### config.mk
export PLATFORM = sky130hd
export DESIGN_NAME = msg_mailbox
export DESIGN_NICKNAME = d
export VERILOG_FILES = /design/src/rtl/mbx_pkg.sv /design/src/rtl/mbx_fifo.sv /design/src/rtl/mbx_port.sv /design/src/rtl/msg_mailbox.sv
export SDC_FILE = /design/constraint.sdc
export NUM_CORES = 2
export LEC_CHECK = 0
export BUFFER_PORTS_ARGS = -buffer_cell sky130_fd_sc_hd__clkbuf_2
export CORE_ASPECT_RATIO = 0.9
export CORE_UTILIZATION = 45
export DETAILED_ROUTE_END_ITERATION = 8
export PLACE_DENSITY = 0.61
export SLEW_MARGIN = 40
export SYNTH_ARGS = -nofsm -noshare
export SYNTH_HDL_FRONTEND = slang
export SYNTH_SLANG_ARGS = --single-unit
### constraint.sdc
create_clock -name clk -period 4.4 [get_ports clk]
set_input_delay 1.32 -clock clk [delete_from_list [all_inputs] [get_ports clk]]
set_output_delay 1.32 -clock clk [all_outputs]
set_load 0.01 [all_outputs]
### src/rtl/mbx_pkg.sv
package mbx_pkg;
  // word indices (byte offset / 4) of the register windows
  localparam int W_REM_EN = 16;
  localparam int W_REM_ST = 20;
  localparam int W_LOC_EN = 24;
  localparam int W_LOC_ST = 28;
  localparam int W_FULL   = 64;
  localparam int W_COUNT  = 80;
  localparam int W_DATA   = 96;
  localparam int CH_PER_GRP = 4;

  function automatic int dir_rx_pos(int n);
    return 8 * (n % CH_PER_GRP);
  endfunction

  function automatic int dir_tx_pos(int n);
    return 8 * (n % CH_PER_GRP) + 4;
  endfunction

  function automatic int irq_rx_pos(int n);
    return 2 * n;
  endfunction

  function automatic int irq_tx_pos(int n);
    return 2 * n + 1;
  endfunction
endpackage

### src/rtl/mbx_fifo.sv
module mbx_fifo #(
  parameter int DW    = 32,
  parameter int DEPTH = 4,
  localparam int CW   = $clog2(DEPTH + 1),
  localparam int PW   = (DEPTH > 1) ? $clog2(DEPTH) : 1
) (
  input  logic          clk,
  input  logic          rst_n,
  input  logic          push,
  input  logic [DW-1:0] din,
  input  logic          pop,
  output logic [DW-1:0] head,
  output logic [CW-1:0] cnt,
  output logic          full
);
  logic [DW-1:0] mem [DEPTH];
  logic [PW-1:0] wp, rp;

  assign head = mem[rp];
  assign full = (cnt == CW'(DEPTH));

  always_ff @(posedge clk) begin
    if (!rst_n) begin
      wp  <= '0;
      rp  <= '0;
      cnt <= '0;
    end else begin
      if (push) begin
        mem[wp] <= din;
        wp      <= (wp == PW'(DEPTH - 1)) ? '0 : wp + 1'b1;
      end
      if (pop) rp <= (rp == PW'(DEPTH - 1)) ? '0 : rp + 1'b1;
      cnt <= cnt + CW'(push) - CW'(pop);
    end
  end
endmodule

### src/rtl/mbx_port.sv
module mbx_port
  import mbx_pkg::*;
#(
  parameter int NCH   = 8,
  parameter int DEPTH = 4,
  parameter int DW    = 32,
  parameter int AW    = 10,
  localparam int CW   = $clog2(DEPTH + 1),
  localparam int SW   = 2 * NCH,
  localparam int NGRP = (NCH + CH_PER_GRP - 1) / CH_PER_GRP
) (
  input  logic                    clk,
  input  logic                    rst_n,
  input  logic                    sel,
  input  logic                    wr,
  input  logic [AW-1:0]           addr,
  input  logic [DW-1:0]           wdata,
  input  logic [NCH-1:0]          own_tx,
  input  logic [NCH-1:0]          own_rx,
  input  logic [NCH-1:0]          full,
  input  logic [NCH-1:0][CW-1:0]  cnt,
  input  logic [NCH-1:0][DW-1:0]  head,
  input  logic [SW-1:0]           rem_en,
  input  logic [SW-1:0]           rem_stat,
  output logic [SW-1:0]           en_q,
  output logic [SW-1:0]           stat_q,
  output logic [NCH-1:0]          push,
  output logic [NCH-1:0]          pop,
  output logic [NGRP-1:0]         dir_we,
  output logic [DW-1:0]           rdata,
  output logic                    irq
);
  int            wi;
  logic          rd_acc, wr_acc;
  logic [SW-1:0] set_v, clr_v;
  logic [DW-1:0] rd_mux;
  logic          unused_bits;

  assign wi          = int'(addr[AW-1:2]);
  assign rd_acc      = sel & ~wr;
  assign wr_acc      = sel & wr;
  assign unused_bits = ^addr[1:0];
  assign irq         = |(stat_q & en_q);

  always_comb begin
    set_v  = '0;
    push   = '0;
    pop    = '0;
    dir_we = '0;
    for (int n = 0; n < NCH; n++) begin
      set_v[irq_rx_pos(n)] = own_rx[n] & (cnt[n] != '0);
      set_v[irq_tx_pos(n)] = own_tx[n] & ~full[n];
      push[n] = wr_acc & (wi == W_DATA + n) & own_tx[n] & ~full[n];
      pop[n]  = rd_acc & (wi == W_DATA + n) & own_rx[n] & (cnt[n] != '0);
    end
    for (int g = 0; g < NGRP; g++) dir_we[g] = wr_acc & (wi == g);
    clr_v = (wr_acc && wi == W_LOC_ST) ? wdata[SW-1:0] : '0;
  end

  always_comb begin
    rd_mux = '0;
    for (int n = 0; n < NCH; n++) begin
      if (wi == n / CH_PER_GRP) begin
        rd_mux[dir_rx_pos(n)] = own_rx[n];
        rd_mux[dir_tx_pos(n)] = own_tx[n];
      end
      if (wi == W_FULL + n)  rd_mux = DW'(full[n]);
      if (wi == W_COUNT + n) rd_mux = DW'(cnt[n]);
      if (wi == W_DATA + n)  rd_mux = pop[n] ? head[n] : '0;
    end
    if (wi == W_REM_EN) rd_mux = DW'(rem_en);
    if (wi == W_REM_ST) rd_mux = DW'(rem_stat);
    if (wi == W_LOC_EN) rd_mux = DW'(en_q);
    if (wi == W_LOC_ST) rd_mux = DW'(stat_q);
  end

  always_ff @(posedge clk) begin
    if (!rst_n) begin
      en_q   <= '0;
      stat_q <= '0;
      rdata  <= '0;
    end else begin
      stat_q <= set_v | (stat_q & ~clr_v);
      if (wr_acc && wi == W_LOC_EN) en_q <= wdata[SW-1:0];
      if (rd_acc) rdata <= rd_mux;
    end
  end
endmodule

### src/rtl/msg_mailbox.sv
module msg_mailbox
  import mbx_pkg::*;
#(
  parameter int NCH   = 8,
  parameter int DEPTH = 4,
  parameter int DW    = 32,
  parameter int AW    = 10,
  localparam int CW   = $clog2(DEPTH + 1),
  localparam int SW   = 2 * NCH,
  localparam int NGRP = (NCH + CH_PER_GRP - 1) / CH_PER_GRP
) (
  input  logic          clk,
  input  logic          rst_n,
  input  logic          a_sel,
  input  logic          a_wr,
  input  logic [AW-1:0] a_addr,
  input  logic [DW-1:0] a_wdata,
  output logic [DW-1:0] a_rdata,
  output logic          a_irq,
  input  logic          b_sel,
  input  logic          b_wr,
  input  logic [AW-1:0] b_addr,
  input  logic [DW-1:0] b_wdata,
  output logic [DW-1:0] b_rdata,
  output logic          b_irq
);
  // direction is held from side A's point of view; side B sees it swapped
  logic [NCH-1:0]         a_tx, a_rx;
  logic [NCH-1:0]         ch_full, a_push, b_push, a_pop, b_pop, ch_push, ch_pop;
  logic [NCH-1:0][CW-1:0] ch_cnt;
  logic [NCH-1:0][DW-1:0] ch_head;
  logic [SW-1:0]          a_en, b_en, a_stat, b_stat;
  logic [NGRP-1:0]        a_dir_we, b_dir_we;

  assign ch_push = a_push | b_push;
  assign ch_pop  = a_pop | b_pop;

  always_ff @(posedge clk) begin
    if (!rst_n) begin
      a_tx <= '0;
      a_rx <= '0;
    end else begin
      for (int n = 0; n < NCH; n++) begin
        if (a_dir_we[n / CH_PER_GRP]) begin
          a_rx[n] <= a_wdata[dir_rx_pos(n)];
          a_tx[n] <= a_wdata[dir_tx_pos(n)];
        end else if (b_dir_we[n / CH_PER_GRP]) begin
          a_rx[n] <= b_wdata[dir_tx_pos(n)];
          a_tx[n] <= b_wdata[dir_rx_pos(n)];
        end
      end
    end
  end

  for (genvar n = 0; n < NCH; n++) begin : g_ch
    mbx_fifo #(.DW(DW), .DEPTH(DEPTH)) u_fifo (
      .clk(clk), .rst_n(rst_n),
      .push(ch_push[n]),
      .din(a_push[n] ? a_wdata : b_wdata),
      .pop(ch_pop[n]),
      .head(ch_head[n]),
      .cnt(ch_cnt[n]),
      .full(ch_full[n])
    );
  end

  mbx_port #(.NCH(NCH), .DEPTH(DEPTH), .DW(DW), .AW(AW)) u_port_a (
    .clk(clk), .rst_n(rst_n),
    .sel(a_sel), .wr(a_wr), .addr(a_addr), .wdata(a_wdata),
    .own_tx(a_tx), .own_rx(a_rx),
    .full(ch_full), .cnt(ch_cnt), .head(ch_head),
    .rem_en(b_en), .rem_stat(b_stat),
    .en_q(a_en), .stat_q(a_stat),
    .push(a_push), .pop(a_pop), .dir_we(a_dir_we),
    .rdata(a_rdata), .irq(a_irq)
  );

  mbx_port #(.NCH(NCH), .DEPTH(DEPTH), .DW(DW), .AW(AW)) u_port_b (
    .clk(clk), .rst_n(rst_n),
    .sel(b_sel), .wr(b_wr), .addr(b_addr), .wdata(b_wdata),
    .own_tx(a_rx), .own_rx(a_tx),
    .full(ch_full), .cnt(ch_cnt), .head(ch_head),
    .rem_en(a_en), .rem_stat(a_stat),
    .en_q(b_en), .stat_q(b_stat),
    .push(b_push), .pop(b_pop), .dir_we(b_dir_we),
    .rdata(b_rdata), .irq(b_irq)
  );
endmodule

==> results.txt <==
----------------------------------------------------
[Cells and area]
  Area grow syn2layout ... 15.9%
  Number of nets in the final layout ... 4005
  Share of layout cells above drive strength 1 ... 30.8%
  Layout fillers ... 9899
  Utilization after layout ... between 50% and 60%
  Post-layout instance area ... ~64000 sq um

[Critical path]
  Worst setup path class ... flip-flop to output port
  Worst-path fanout max ... 4
  Kind of end point of the critical path ... output port
  Type of origin of the critical path ... flip-flop
  Data required time at the worst endpoint ... 3080 ps
  Endpoint arrival time on the critical path ... 2900 ps

[Global route]
  Global-route wire length before repair ... between 200000 and 300000 microns
  Number of global-route vias before repair ... 35500
  GRT Util Overall ... between 30 and 40%
  Leftover overflow at the end of global routing ... 0
  Largest net degree at the start of global routing ... 65
  Initial antenna violation count ... 14

[Timing]
  Hold_ws ... 451 ps
  Total Negative Setup Slacks ... 0 ps
  # setup viols final ... 0
  Setup clock skew after layout ... 49.7 ps
  Final hold violation count ... 0
  Setup repair after global routing missed its margin ... no
  Final slew viol count ... 0
  Post-route fraction of the period consumed by the critical path ... roughly 96%
  Fmax ... roughly 0.24 GHz
  Worst slew margin relative to its limit ... roughly two fifths
  Actual transition at the worst max-transition pin ... approximately 900 ps
  Min cycle time layout ... between 4000 and 5000 ps

[Synthesis]
  Number of enable flip-flop cells after synthesis ... 1024
  Number of flip-flops and latches in the synthesized netlist ... 1240
  Proportion of synthesized chip area in sequential cells ... 63.8%
  Syn Std Cell Area ... 55000 sq um
  Number of warnings printed during yosys synthesis ... 0
  Post-synthesis compound-gate area fraction ... 9.22%
  Post-synthesis cell type with the largest combined area ... edfxtp_1
  Synthesized area per cell ... between 15 and 20 sq um
  Main combinational cell family by area after synthesis ... multiplexers
  XOR/XNOR Fraction of Synth Area ... less than 1%
  Cells taking the most area after synthesis ... edfxtp_1, mux4_2, dfxtp_1, mux2_2, nand2_1
  Area share of the largest cell type after synthesis ... 56.0%
  Top-count cell post-synth ... edfxtp_1
  Proportion of register bits with asynchronous set or reset after synthesis ... 0%
  Net Count, Synth ... 3749
  Simple-gate area share of the yosys netlist ... 5.99%
  Dominant register cell in the synthesized netlist ... edfxtp_1
  Distinct cell type count after synthesis ... between 80 and 90
  Top post-synthesis cells by count ... edfxtp_1, nand2_1, mux2_2, mux4_2, dfxtp_1
  Number of standard cells after synthesis ... 3595
  Share of cell area taken by muxes after synthesis ... between 10% and 20%
  Arithmetic-cell share of the synthesized area counting full adders, half adders and majority gates ... 1.57%

[Route]
  Via count ... 37700
  Number of remaining DRC errors ... 0
  Vias/cell ... roughly 6.8
  Wire length per cell ... 37.1 microns
  DR pass1 iterations ... 6
  Total wirelength of the detailed-routed design ... roughly 210000 microns
  Number of routed nets with antenna violations ... 0
  Number of DRC violations after detailed-routing iteration 0 ... 6347

[Clock network]
  Gates resized, CTS repair ... 0
  Htree depth ... 4
  Clock Sinks ... 1240
  Setup bufs post-CTS ... 0
  Reg clk slew, reported paths ... 60 ps
  Number of clock buffers inserted by TritonCTS ... 131
  Clock root buffer ... clkbuf_16
  Cts-stage hold buffer count ... 0
  Clock latency reported for the late side of the worst-skew pair ... 800 ps
  CTS max path bufs ... 3
  Clock tree from TritonCTS ... yes

[Die]
  Initial Util ... 45.4%
  Die Area ... 124000 sq um
  Site row count ... 121
  Overall die width ... about 370 microns
  I/O Pins ... roughly 160
  Vertical extent of the die ... between 300 and 400 microns
  Core box area ... roughly 120000 sq um

[Run]
  Number of max-cap violations ... 0

[Placed design]
  Area after DPL ... just under 60000 sq um
  Routability congestion estimate from global placement ... between 1 and 1.5
  HPWL after detailed placement ... 143000 microns
  Port bufs ... 151

[Power and ir drop]
  Leakage power ... 20.9 nW
  Worst ir drop on vdd ... 0.353 mV
  Cell Pwr Density ... 384 nW/um^2

[Worst hold path]
  Path category of the worst min-delay check ... flip-flop to flip-flop

[Status]
  Status ... completed

----------------------------------------------------
==> critical path, cell delays in order, from the launching register on <==
cell and delay, ps:
dfxtp_1 410, a22o_1 330, a221oi_1 650, nand4_1 460, clkbuf_2 250
==> state kept, by name, summed over array words and instances (netlist names), 24 cells and up, named ones only <==
signal,count
g_ch.u_fifo.cnt,24
u_port_b.rdata,32
g_ch.u_fifo.mem,1024
u_port_a.rdata,32
==> through the flow <==
stage          std cells  power, mW  worst slack, ps
4_1_cts             5558       24.5              258
3_5_place_dp        5317       13.6              249
6_report            5566       24.4              184
5_1_grt             5563       25.0              306
3_3_place_gp        5317       13.6              164
2_1_floorplan       3595       13.3              230
==> cell families after synthesis <==
group,Yosys count
buffers and inverters,333
adder cells (fa/ha/maj),64
XOR/XNOR,16
flip-flops,1240
AND/OR/NAND/NOR,652
multiplexers,555
AO/OA/AOI/OAI,735
==> area by class of cell <==
cell class | instances | area (sq um) | area share, %
flip-flops and latches | 1240 | 35100 | 55.1
multi-input cells | 2022 | 18700 | 29.3
clock buffers | 183 | 3590 | 5.64
repair buffers | 405 | 3400 | 5.35
well taps | 1599 | 2000 | 3.14
clock inverters | 58 | 684 | 1.07
inverters | 51 | 196 | 0.308
diodes | 8 | 20.0 | 0.0314
==> worst paths after layout <==
| check | end | slack [ps] | startpoint | cells past startpoint |
|---|---|---|---|---|
| worst max-delay path | b_irq | 180 | u_port_b.stat_q[5]$_SDFF_PN0_ | 4 |
| worst min-delay path | u_port_b.rdata[3]$_SDFFE_PN0N_ | 450 | u_port_b.rdata[3]$_SDFFE_PN0N_ | 1 |
| worst max register to register | g_ch[6].u_fifo.cnt[2]$_SDFF_PN0_ | 1270 | g_ch[6].u_fifo.cnt[2]$_SDFF_PN0_ | 12 |
| worst min register to register | u_port_b.rdata[3]$_SDFFE_PN0N_ | 450 | u_port_b.rdata[3]$_SDFFE_PN0N_ | 1 |
==> cells in the final DEF, fill, tap and decap left out, types with 12 or more instances in the layout <==
master	synthesis	layout
mux2_2	257	257
nor2_1	155	155
clkinv_2	0	15
dfxtp_2	0	14
mux2i_1	42	42
mux4_2	256	256
a222oi_1	19	19
nor4_4	7	14
clkbuf_8	0	12
clkinv_1	0	17
a211oi_1	22	22
and2_1	14	14
a22oi_1	112	112
a31oi_1	42	42
and3_2	0	32
o221ai_1	14	14
ha_1	56	56
dfxtp_1	216	200
buf_4	6	194
clkbuf_2	1	151
inv_1	51	50
buf_12	0	59
nand4_1	17	17
clkbuf_16	0	131
a22o_1	56	56
edfxtp_1	1024	1024
nor3_1	23	17
o21ai_0	100	100
clkbuf_1	137	40
a21oi_1	197	197
a221oi_1	71	71
o31ai_1	16	13
nand2_1	274	274
nand3_1	31	31
or3_1	13	12
==> power breakdown <==
group	switching [mW]	internal, mW	total [mW]	leakage [nW]
logic	0.506	0.199	0.706	7.86
registers	0.0262	12.7	12.7	11.0
clock network	4.84	6.17	11.0	2.06
total	5.38	19.1	24.4	20.9
==> routing by layer <==
layer | part of all wire (%) | up-vias | GRT usage [%]
li1 | - | 14900 | -
met1 | 39 | 19300 | 46.6
met2 | 43 | 2858 | 48.8
met3 | 12 | 591 | 8.19
met4 | 5.6 | 4 | 16.0
met5 | 0.013 | - | 0
No activity file was read; power rests on OpenSTA's default activity.
